**config.mk**
```make
export PLATFORM = sky130hd
export DESIGN_NAME = mon_irq_ctrl
export DESIGN_NICKNAME = d
export VERILOG_FILES = /design/src/rtl/mon_irq_pkg.sv /design/src/rtl/mon_irq_core.sv /design/src/rtl/mon_irq_log.sv /design/src/rtl/mon_irq_ctrl.sv
export SDC_FILE = /design/constraint.sdc
export NUM_CORES = 1
export LEC_CHECK = 0
export BUFFER_PORTS_ARGS = -buffer_cell sky130_fd_sc_hd__buf_4
export CORE_ASPECT_RATIO = 1.5
export CORE_MARGIN = 3
export CORE_UTILIZATION = 39
export CTS_CLUSTER_DIAMETER = 60
export CTS_CLUSTER_SIZE = 25
export DETAILED_ROUTE_END_ITERATION = 16
export SYNTH_ARGS = -nofsm -noshare
export SYNTH_HDL_FRONTEND = slang
export SYNTH_SLANG_ARGS = --single-unit
```
**constraint.sdc**
```tcl
create_clock -name clk_i -period 4.2 [get_ports clk_i]
set_input_delay 0.42 -clock clk_i [delete_from_list [all_inputs] [get_ports clk_i]]
set_output_delay 0.42 -clock clk_i [all_outputs]
set_load 0.02 [all_outputs]
```
**src/rtl/mon_irq_pkg.sv**
```systemverilog
package mon_irq_pkg;
  localparam int unsigned ADDR_W  = 8;
  localparam int unsigned HW_W    = 16;
  localparam int unsigned SUM_BIT = 1;
  localparam logic [ADDR_W-1:0] A_PEND = 8'h08;
  localparam logic [ADDR_W-1:0] A_EN   = 8'h11;
  localparam logic [ADDR_W-1:0] A_OE   = 8'h15;
  localparam logic [ADDR_W-1:0] A_LOG  = 8'h18;
endpackage

```
**src/rtl/mon_irq_core.sv**
```systemverilog
module mon_irq_core #(
  parameter int unsigned SRC_N = 16
) (
  input  logic             clk_i,
  input  logic             rst_ni,
  input  logic [SRC_N-1:0] evt_i,
  input  logic             en_we_i,
  input  logic             oe_we_i,
  input  logic [SRC_N-1:0] wdata_i,
  input  logic             pend_clr_i,
  output logic [SRC_N-1:0] en_o,
  output logic [SRC_N-1:0] oe_o,
  output logic [SRC_N-1:0] pend_o,
  output logic [SRC_N-1:0] accept_o,
  output logic             hi_pend_o
);
  logic [SRC_N-1:0] en_q, oe_q, pend_q, accept;

  // events on disabled sources are dropped here, never stored
  assign accept = evt_i & en_q;

  always_ff @(posedge clk_i or negedge rst_ni) begin
    if (!rst_ni) begin
      en_q   <= '0;
      oe_q   <= '0;
      pend_q <= '0;
    end else begin
      if (en_we_i) en_q <= wdata_i;
      if (oe_we_i) oe_q <= wdata_i;
      pend_q <= (pend_clr_i ? '0 : pend_q) | accept;
    end
  end

  assign en_o      = en_q;
  assign oe_o      = oe_q;
  assign pend_o    = pend_q;
  assign accept_o  = accept;
  assign hi_pend_o = |(pend_q & oe_q);

  p_only_enabled_r2: assert property (@(posedge clk_i) disable iff (!rst_ni)
    !(|(pend_q & ~$past(pend_q) & ~$past(en_q))));

  p_accept_sets_r3: assert property (@(posedge clk_i) disable iff (!rst_ni)
    (|accept) |=> ((pend_q & $past(accept)) == $past(accept)));

  p_hold_r7: assert property (@(posedge clk_i) disable iff (!rst_ni)
    !pend_clr_i |=> ((pend_q & $past(pend_q)) == $past(pend_q)));

  p_clr_keep_r7: assert property (@(posedge clk_i) disable iff (!rst_ni)
    pend_clr_i |=> (pend_q == $past(accept)));
endmodule

```
**src/rtl/mon_irq_log.sv**
```systemverilog
module mon_irq_log #(
  parameter int unsigned W     = 16,
  parameter int unsigned DEPTH = 16
) (
  input  logic         clk_i,
  input  logic         rst_ni,
  input  logic         push_i,
  input  logic [W-1:0] push_data_i,
  input  logic         pop_i,
  output logic [W-1:0] pop_data_o
);
  localparam int unsigned PTR_W = (DEPTH > 1) ? $clog2(DEPTH) : 1;
  localparam int unsigned CNT_W = $clog2(DEPTH + 1);
  localparam logic [CNT_W-1:0] CNT_MAX = CNT_W'(DEPTH);
  localparam logic [PTR_W-1:0] PTR_LAST = PTR_W'(DEPTH - 1);

  logic [W-1:0]     mem_q [DEPTH];
  logic [PTR_W-1:0] wr_ptr_q, rd_ptr_q;
  logic [CNT_W-1:0] count_q;
  logic             full, empty, pop_ok;

  function automatic logic [PTR_W-1:0] ptr_inc(input logic [PTR_W-1:0] p);
    return (p == PTR_LAST) ? '0 : p + 1'b1;
  endfunction

  assign full   = (count_q == CNT_MAX);
  assign empty  = (count_q == '0);
  assign pop_ok = pop_i && !empty;
  assign pop_data_o = empty ? '0 : mem_q[rd_ptr_q];

  always_ff @(posedge clk_i) begin
    if (push_i) mem_q[wr_ptr_q] <= push_data_i;
  end

  always_ff @(posedge clk_i or negedge rst_ni) begin
    if (!rst_ni) begin
      wr_ptr_q <= '0;
      rd_ptr_q <= '0;
      count_q  <= '0;
    end else begin
      if (push_i) wr_ptr_q <= ptr_inc(wr_ptr_q);
      // overwrite when full drops the oldest entry
      if (pop_ok || (push_i && full)) rd_ptr_q <= ptr_inc(rd_ptr_q);
      unique case ({push_i, pop_ok})
        2'b10:   if (!full) count_q <= count_q + 1'b1;
        2'b01:   count_q <= count_q - 1'b1;
        default: count_q <= count_q;
      endcase
    end
  end

  p_count_bound_r8: assert property (@(posedge clk_i) disable iff (!rst_ni)
    count_q <= CNT_MAX);

  p_overwrite_r8: assert property (@(posedge clk_i) disable iff (!rst_ni)
    (push_i && full && !pop_i) |=> (count_q == $past(count_q)));

  p_push_grows_r3: assert property (@(posedge clk_i) disable iff (!rst_ni)
    (push_i && !pop_i && !full) |=> (count_q == $past(count_q) + 1'b1));
endmodule

```
**src/rtl/mon_irq_ctrl.sv**
```systemverilog
module mon_irq_ctrl
  import mon_irq_pkg::*;
#(
  parameter int unsigned SRC_N     = 16,
  parameter int unsigned LOG_DEPTH = 16
) (
  input  logic              clk_i,
  input  logic              rst_ni,
  input  logic [SRC_N-1:0]  evt_i,
  input  logic              req_i,
  input  logic              we_i,
  input  logic [ADDR_W-1:0] addr_i,
  input  logic [SRC_N-1:0]  wdata_i,
  output logic [SRC_N-1:0]  rdata_o,
  output logic              irq_no,
  output logic [HW_W-1:0]   hw_pend_o
);
  logic             wr, rd;
  logic [SRC_N-1:0] en, oe, pend, accept, log_data, rd_next, rdata_q;
  logic             hi_pend;

  assign wr = req_i && we_i;
  assign rd = req_i && !we_i;

  mon_irq_core #(.SRC_N(SRC_N)) u_core (
    .clk_i      (clk_i),
    .rst_ni     (rst_ni),
    .evt_i      (evt_i),
    .en_we_i    (wr && (addr_i == A_EN)),
    .oe_we_i    (wr && (addr_i == A_OE)),
    .wdata_i    (wdata_i),
    .pend_clr_i (rd && (addr_i == A_PEND)),
    .en_o       (en),
    .oe_o       (oe),
    .pend_o     (pend),
    .accept_o   (accept),
    .hi_pend_o  (hi_pend)
  );

  mon_irq_log #(.W(SRC_N), .DEPTH(LOG_DEPTH)) u_log (
    .clk_i       (clk_i),
    .rst_ni      (rst_ni),
    .push_i      (|accept),
    .push_data_i (accept),
    .pop_i       (rd && (addr_i == A_LOG)),
    .pop_data_o  (log_data)
  );

  always_comb begin
    unique case (addr_i)
      A_EN:    rd_next = en;
      A_OE:    rd_next = oe;
      A_PEND:  rd_next = pend;
      A_LOG:   rd_next = log_data;
      default: rd_next = '0;
    endcase
  end

  always_ff @(posedge clk_i or negedge rst_ni) begin
    if (!rst_ni)  rdata_q <= '0;
    else if (rd)  rdata_q <= rd_next;
  end

  assign rdata_o = rdata_q;
  assign irq_no  = ~hi_pend;

  for (genvar b = 0; b < HW_W; b++) begin : g_hw
    if (b == SUM_BIT) begin : g_sum
      assign hw_pend_o[b] = |pend;
    end else begin : g_zero
      assign hw_pend_o[b] = 1'b0;
    end
  end

  p_irq_low_r6: assert property (@(posedge clk_i) disable iff (!rst_ni)
    (|(accept & oe)) |=> !irq_no);
endmodule

```
; ---- Word level (Yosys, flattened, before mapping)
; Memories as Yosys holds them, arrays and structs flattened.
; Index checks and enable logic that the tools add are counted.
[classes]
mux = 9
n_eq_ne = 10
n_reduce_logical = 17
n_addsub = 4
n_bitwise = 4
[ops]
columns = cell, n
row1 = 16-bit one-hot mux with 4 select lines, 1
row2 = 16-bit OR reduction, 3
row3 = 16-bit AND, 2
row4 = 16-bit two-way mux, 2
row5 = 8-bit by 5-bit equality test with 1-bit output (second input constant), 3
row6 = 16-bit bitwise OR, 1
row7 = 5-bit one-hot mux with 2 select lines, 1
row8 = 4-bit by 1-bit adder with 4-bit output (second input constant), 2
row9 = 4-bit equality test (second input constant), 2
row10 = 8-bit by 4-bit equality test with 1-bit output (second input constant), 1
row11 = 1-bit logical AND, 8
row12 = 4-bit two-way mux, 2
row13 = 5-bit by 1-bit adder with 5-bit output (second input constant), 1
row14 = 5-bit equality test (second input constant), 1
row15 = 5-bit logical NOT, 1
row16 = 5-bit two-way mux, 1
row17 = 5-bit by 1-bit subtractor with 5-bit output (second input constant), 1
row18 = 2-bit by 1-bit equality test with 1-bit output (second input constant), 1
row19 = 2-bit equality test (second input constant), 1
row20 = 1-bit logical NOT, 2
row21 = 1-bit two-way mux, 2
row22 = 2-bit != test (second input constant), 1
row23 = 2-bit AND reduction, 1
row24 = 2-bit nonzero test, 1
row25 = 2 further kinds, 2
[word_totals]
wordCells = 52
in_bits = 44
memories = 1
ram_bits = 256
register_bits = 77
[mem_list]
columns = name, words, width, rd, rd_clocked_by_memory_dff, wr, line_no
row1 = u_log.mem_q, 16, 16, 1, 0, 1, mon_irq_log.sv:17  ; logic [W-1:0] mem_q [DEPTH];

; ---- Depth between registers and ports, before layout
[logic_depth]
word_depth = 7
mapped_depth = 12

; ---- Hierarchy
; From an unflattened synthesis, not the netlist that was laid out.
[unflattened]
hier_cells = 802
area_unflattened_um2 = 14106.0
[modules_own_cells]
columns = module, instances, area_per_inst_um2, cells_each
row1 = mon_irq_log, 1, 10583.9, 499
row2 = mon_irq_core, 1, 2004.4, 127
row3 = mon_irq_ctrl, 1, 1517.7, 176

; ---- Worst setup path after synthesis
; No wires, ideal clock.
[synth_path]
kind = input -> register
from = input evt_i[3]
to = register u_log.count_q[4]
setup_ns = 0.080
setup_slack_ns = 0.937
arrival_time_ns = 3.183
path_buffers = 1
t_required_ns = 4.120
path_stages = 12
cell_sequence = and2_1 -> or4_1 -> nor4_4 -> buf_2 -> nand2_1 -> inv_1 -> ha_1 -> nand2b_1 -> a21oi_1 -> or3b_1 -> mux2i_1 -> xnor2_1
[synth_between]
elab_chain_cells = 5
elab_cells_between_ends = 8
cone_classes = eq/ne (3) / mux (1) / bitwise (1) / reduce/logical (3)
[synth_rtl]
columns = item, line_no
row1 = start: declaration, mon_irq_ctrl.sv:9  ; input logic [SRC_N-1:0] evt_i,
row2 = 16-bit AND (*), mon_irq_core.sv:20  ; assign accept = evt_i & en_q;
row3 = 16-bit OR reduction (*), mon_irq_ctrl.sv:43  ; .push_i (|accept),
row4 = 2-bit equality test / 2-bit by 1-bit equality test with 1-bit output (equally long branches), mon_irq_log.sv:44  ; unique case ({push_i, pop_ok})
row5 = 2-bit != test (no source line) / 2-bit nonzero test (equally long branches), -
row6 = 2-bit AND reduction (no source line), -
row7 = end signal: assignment, mon_irq_log.sv:45  ; 2'b10: if (!full) count_q <= count_q + 1'b1;
row8 = end signal: assignment, mon_irq_log.sv:46  ; 2'b01: count_q <= count_q - 1'b1;
row9 = end signal: assignment, mon_irq_log.sv:47  ; default: count_q <= count_q;
row10 = end: declaration, mon_irq_log.sv:19  ; logic [CNT_W-1:0] count_q;
; Every way passes the cells marked *; elsewhere a longest branch is shown, timed or not.
; A chain may end at the register's enable or synchronous reset.

; ---- Worst setup path after layout
[layout_path]
from = register u_core.en_q[6] (netlist: u_core.en_o[6])
to = register u_log.count_q[4]
[layout_between]
elab_chain_cells = 5
elab_cells_between_ends = 8
cone_classes = eq/ne (3) / mux (1) / bitwise (1) / reduce/logical (3)
[layout_rtl]
columns = item, line_no
row1 = start: declaration, mon_irq_core.sv:17  ; logic [SRC_N-1:0] en_q, oe_q, pend_q, accept;
row2 = start signal: assignment, mon_irq_core.sv:28  ; if (en_we_i) en_q <= wdata_i;
row3 = 16-bit AND (*), mon_irq_core.sv:20
row4 = net accept[6], mon_irq_ctrl.sv:19  ; logic [SRC_N-1:0] en, oe, pend, accept, log_data, rd_next, rdata_q;
row5 = 16-bit OR reduction (*), mon_irq_ctrl.sv:43
row6 = 2-bit equality test / 2-bit by 1-bit equality test with 1-bit output (equally long branches), mon_irq_log.sv:44
row7 = 2-bit != test (no source line) / 2-bit nonzero test (equally long branches), -
row8 = 2-bit AND reduction (no source line), -
; Mark *: on every way through the listed nets, which the timed path passes. The rest lies on a longest branch.

==> impl_summary.log <==
[metrics] commonest non-fill, non-tap cell in the layout: sky130_fd_sc_hd__edfxtp_1
[metrics] I/O pin total: 77
[metrics] pre-CTS setup slack: around 680 ps
[metrics] Worst slew margin: 0.3429
[metrics] via count of the first global-routing pass: approximately 7500
[metrics] biggest cell delay along the critical path: 580 ps
[metrics] run status: finished clean
[metrics] number of enable-type register cells in the synthesized netlist: around 260
[metrics] worst setup path category: reg2reg
[metrics] sort of element at the end of the critical path: flip-flop
[metrics] fraction of final layout cells with drive strength greater than 1: 0.2598
[metrics] Final setup viols: 0
[metrics] maximum ir drop on the vdd rail: ~310 uV
[metrics] synth unique cells: 59
[metrics] IO buf count: between 60 and 70
[metrics] Yosys warning total: 0
[metrics] maximum clock skew at final layout: between 20 and 30 ps
[metrics] CTS tree: done
[metrics] number of vias per cell: 5.499
[metrics] signal arrival time at the worst endpoint: 3780 ps
[metrics] number of optimization iterations in the first detailed-route pass: 6
[metrics] height of the die: 236.2 microns
[metrics] Buf+Inv Stages, Crit Path: 1
[metrics] largest net degree at the start of global routing: a little under 70
[metrics] DR iter-0 viols: roughly 780
[metrics] Main synth FF type: sky130_fd_sc_hd__edfxtp_1
[metrics] worst hold slack: 113.2 ps
[metrics] effective utilization at floorplan: 0.3984
[metrics] full die area: 37670 sq um
[metrics] htree depth: 1
[metrics] worst endpoint required time: approximately 4600 ps
[metrics] Total Negative Setup Slacks: 0 ps
[metrics] net total in the final layout: 880
[metrics] Filler cells: 2972
[metrics] grt total ovfl: 0
[metrics] actual slew at the worst max-slew pin: 985.6 ps
[metrics] critical path's slowest cell: sky130_fd_sc_hd__or4_1
[metrics] maximum fanout along the worst path: 18
[metrics] total via count in the routed design: 7182
[metrics] cell chain of the critical path: and2_1, or4_1, nor4_4, nand2_1, inv_1, ha_1, nand2b_1, a21oi_1, or3b_1, mux2i_1, xnor2_1
[metrics] class of the tightest hold or removal check: in2reg
[metrics] sequential element share of the synthesized area: 0.6978
[metrics] Final GP Congestion: 0.8587
[metrics] overall track demand over capacity in global routing: 0.1620
[metrics] setup repair after global routing missed its margin: false
[metrics] Cell Area, Synth: between 10000 and 15000 sq um
[metrics] highest-count cells in the layout ignoring fill and taps: sky130_fd_sc_hd__edfxtp_1 (256), sky130_fd_sc_hd__buf_4 (78), sky130_fd_sc_hd__dfrtp_1 (74)
[metrics] post-synth top area cell: sky130_fd_sc_hd__edfxtp_1
[metrics] number of register bits inferred by synthesis: between 300 and 400
[metrics] timing-limited maximum frequency: 298.3 MHz
[metrics] master cell of the clock root buffer: sky130_fd_sc_hd__clkbuf_16
[metrics] Final Worst Setup Slack: around 850 ps
[metrics] ranking of synthesized cells by area: sky130_fd_sc_hd__edfxtp_1 (56%), sky130_fd_sc_hd__dfrtp_1 (14%), sky130_fd_sc_hd__mux4_2 (10%), sky130_fd_sc_hd__mux2_2 (2.5%), sky130_fd_sc_hd__mux2_1 (1.6%)
[metrics] diodes inserted: 0
[metrics] power density normalized to cell area: 434.2 nW/um^2
[metrics] final hold violations: 0
[metrics] static leakage power: 0.005723 uW
[metrics] post-detailed-route DRC marker count: 0
[metrics] shortest clock period the worst path allows after layout: 3352 ps
[metrics] number of antenna violations at the first check in global routing: 0
[metrics] first-pass GRT wire length: approximately 47 mm
[metrics] clock transition time at the flip-flop clock pins of the worst setup and hold paths: 100 ps
[metrics] row cnt: 83
[metrics] max capacitance violation total: 0
[metrics] wire length per cell after detailed routing: 23.46 microns
[metrics] synthesized netlist cell count: ~760
[metrics] width of the die: roughly 160 microns
[metrics] Tcrit/Tclk final: 0.7981
[metrics] wire length after detailed routing: slightly above 30 mm
[metrics] number of buffers added by the clock tree synthesis step: 18
[metrics] startpoint type of the worst setup path: flip-flop
[metrics] Async S/R FF share, synth: 0.2312
[metrics] Core Box Area: 34580 sq um
[metrics] insertion delay to the later sink of the worst-skew pair: 520 ps
[metrics] number of nets with antenna violations after detailed routing: 0
[metrics] maximum buffer depth of the clock tree: 3
[metrics] count of clock tree sinks: 333
[metrics] top cell type's share of synthesized area: 0.5579
[metrics] hpwl dp: 20.23 mm
[metrics] Resized cells post-CTS: 0
[metrics] Avg Cell Area, Syn: about 18 sq um
[metrics] area added between synthesis and finish: 11.44%
[metrics] number of max-slew violations in the final report: 0
[metrics] Top delay family on crit path: simple AND/OR/NAND/NOR gates
[through the flow]
step / utilization / instance area, sq um / std cells / total power (uW)
floorplan: - / 13830 / 777 / 4520
global placement: 0.4275 / 14780 / 1273 / 4828
detailed placement: 0.4275 / 14780 / 1273 / 4834
CTS: 0.4440 / 15350 / 1306 / 6744
global route: 0.4440 / 15350 / 1306 / 6933
finish: 0.4440 / 15350 / 1306 / 6667
[state kept, by name, summed over array words and instances, names as in the netlist]
register,flops
u_log.mem_q,256
u_core.en_o,16
u_core.oe_o,16
rdata_o,16
u_log.wr_ptr_q,4
u_core.pend_o,16
u_log.count_q,5
u_log.rd_ptr_q,4
[synthesized netlist by cell type, drive strengths merged (8+ instances only)]
master  number
dfrtp       77
buf         29
ha           8
mux4        64
mux2i       19
nor4         9
a21oi       35
nor2        20
clkbuf      22
edfxtp     256
and2        33
a31oi       18
nand2       20
mux2        53
a222oi      16
inv          8
a21o        18
[where the power goes]
| group | internal [uW] | switching [uW] | leakage (uW) |
|---|---|---|---|
| combinational | 426 | 431 | 0.00178 |
| sequential | 3690 | 201 | 0.00368 |
| clock | 872 | 1040 | 0.000265 |
| total | 4990 | 1670 | 0.00572 |
[logic make-up after synthesis]
family / count (synthesis) / synth area share
mux: 136 / 0.1632
other cells: 1 / 0.0002722
fa+ha+maj: 9 / 0.008718
compound gates: 105 / 0.05267
xor+xnor: 6 / 0.003814
buf+inv: 59 / 0.02170
flops: 333 / 0.6978
simple gates: 114 / 0.05185
[layer usage]
layer	track usage	up-vias	part of all wire
li1	-	3162	-
met1	0.1968	3776	0.39
met2	0.3025	205	0.55
met3	0.01581	39	0.036
met4	0.04991	0	0.025
met5	0	-	0
[final cells by class]
cell class / count / area (sq um) / area share
Clock inverter: 4 / 51.30 / 0.003341
Clock buffer: 28 / 509.2 / 0.03316
Tap cell: 467 / 584.3 / 0.03805
Sequential cell: 333 / 9620 / 0.6265
Inverter: 8 / 30.03 / 0.001956
Multi-Input combinational cell: 385 / 3924 / 0.2555
Timing Repair Buffer: 81 / 635.6 / 0.04140
[timing repair]
item                      CTS  global route
hold endpoints to repair   47             0
buffers inserted            0             0
hold buffers                1             0
[final timing paths]
path	start	endpoint	slack [ps]	cells after the start
worst max-delay path	u_core.en_o[6]	u_log.count_q[4]	850	11
worst min-delay path	wdata_i[6]	u_core.oe_o[6]	110	2
worst max register to register	u_core.en_o[6]	u_log.count_q[4]	850	11
worst min register to register	u_core.en_o[12]	u_core.en_o[12]	520	1
max in group asynchronous	rst_ni	u_core.en_o[3]	2890	3
min in group asynchronous	rst_ni	u_log.wr_ptr_q[1]	460	2
Power figures use the tool's default switching activity.
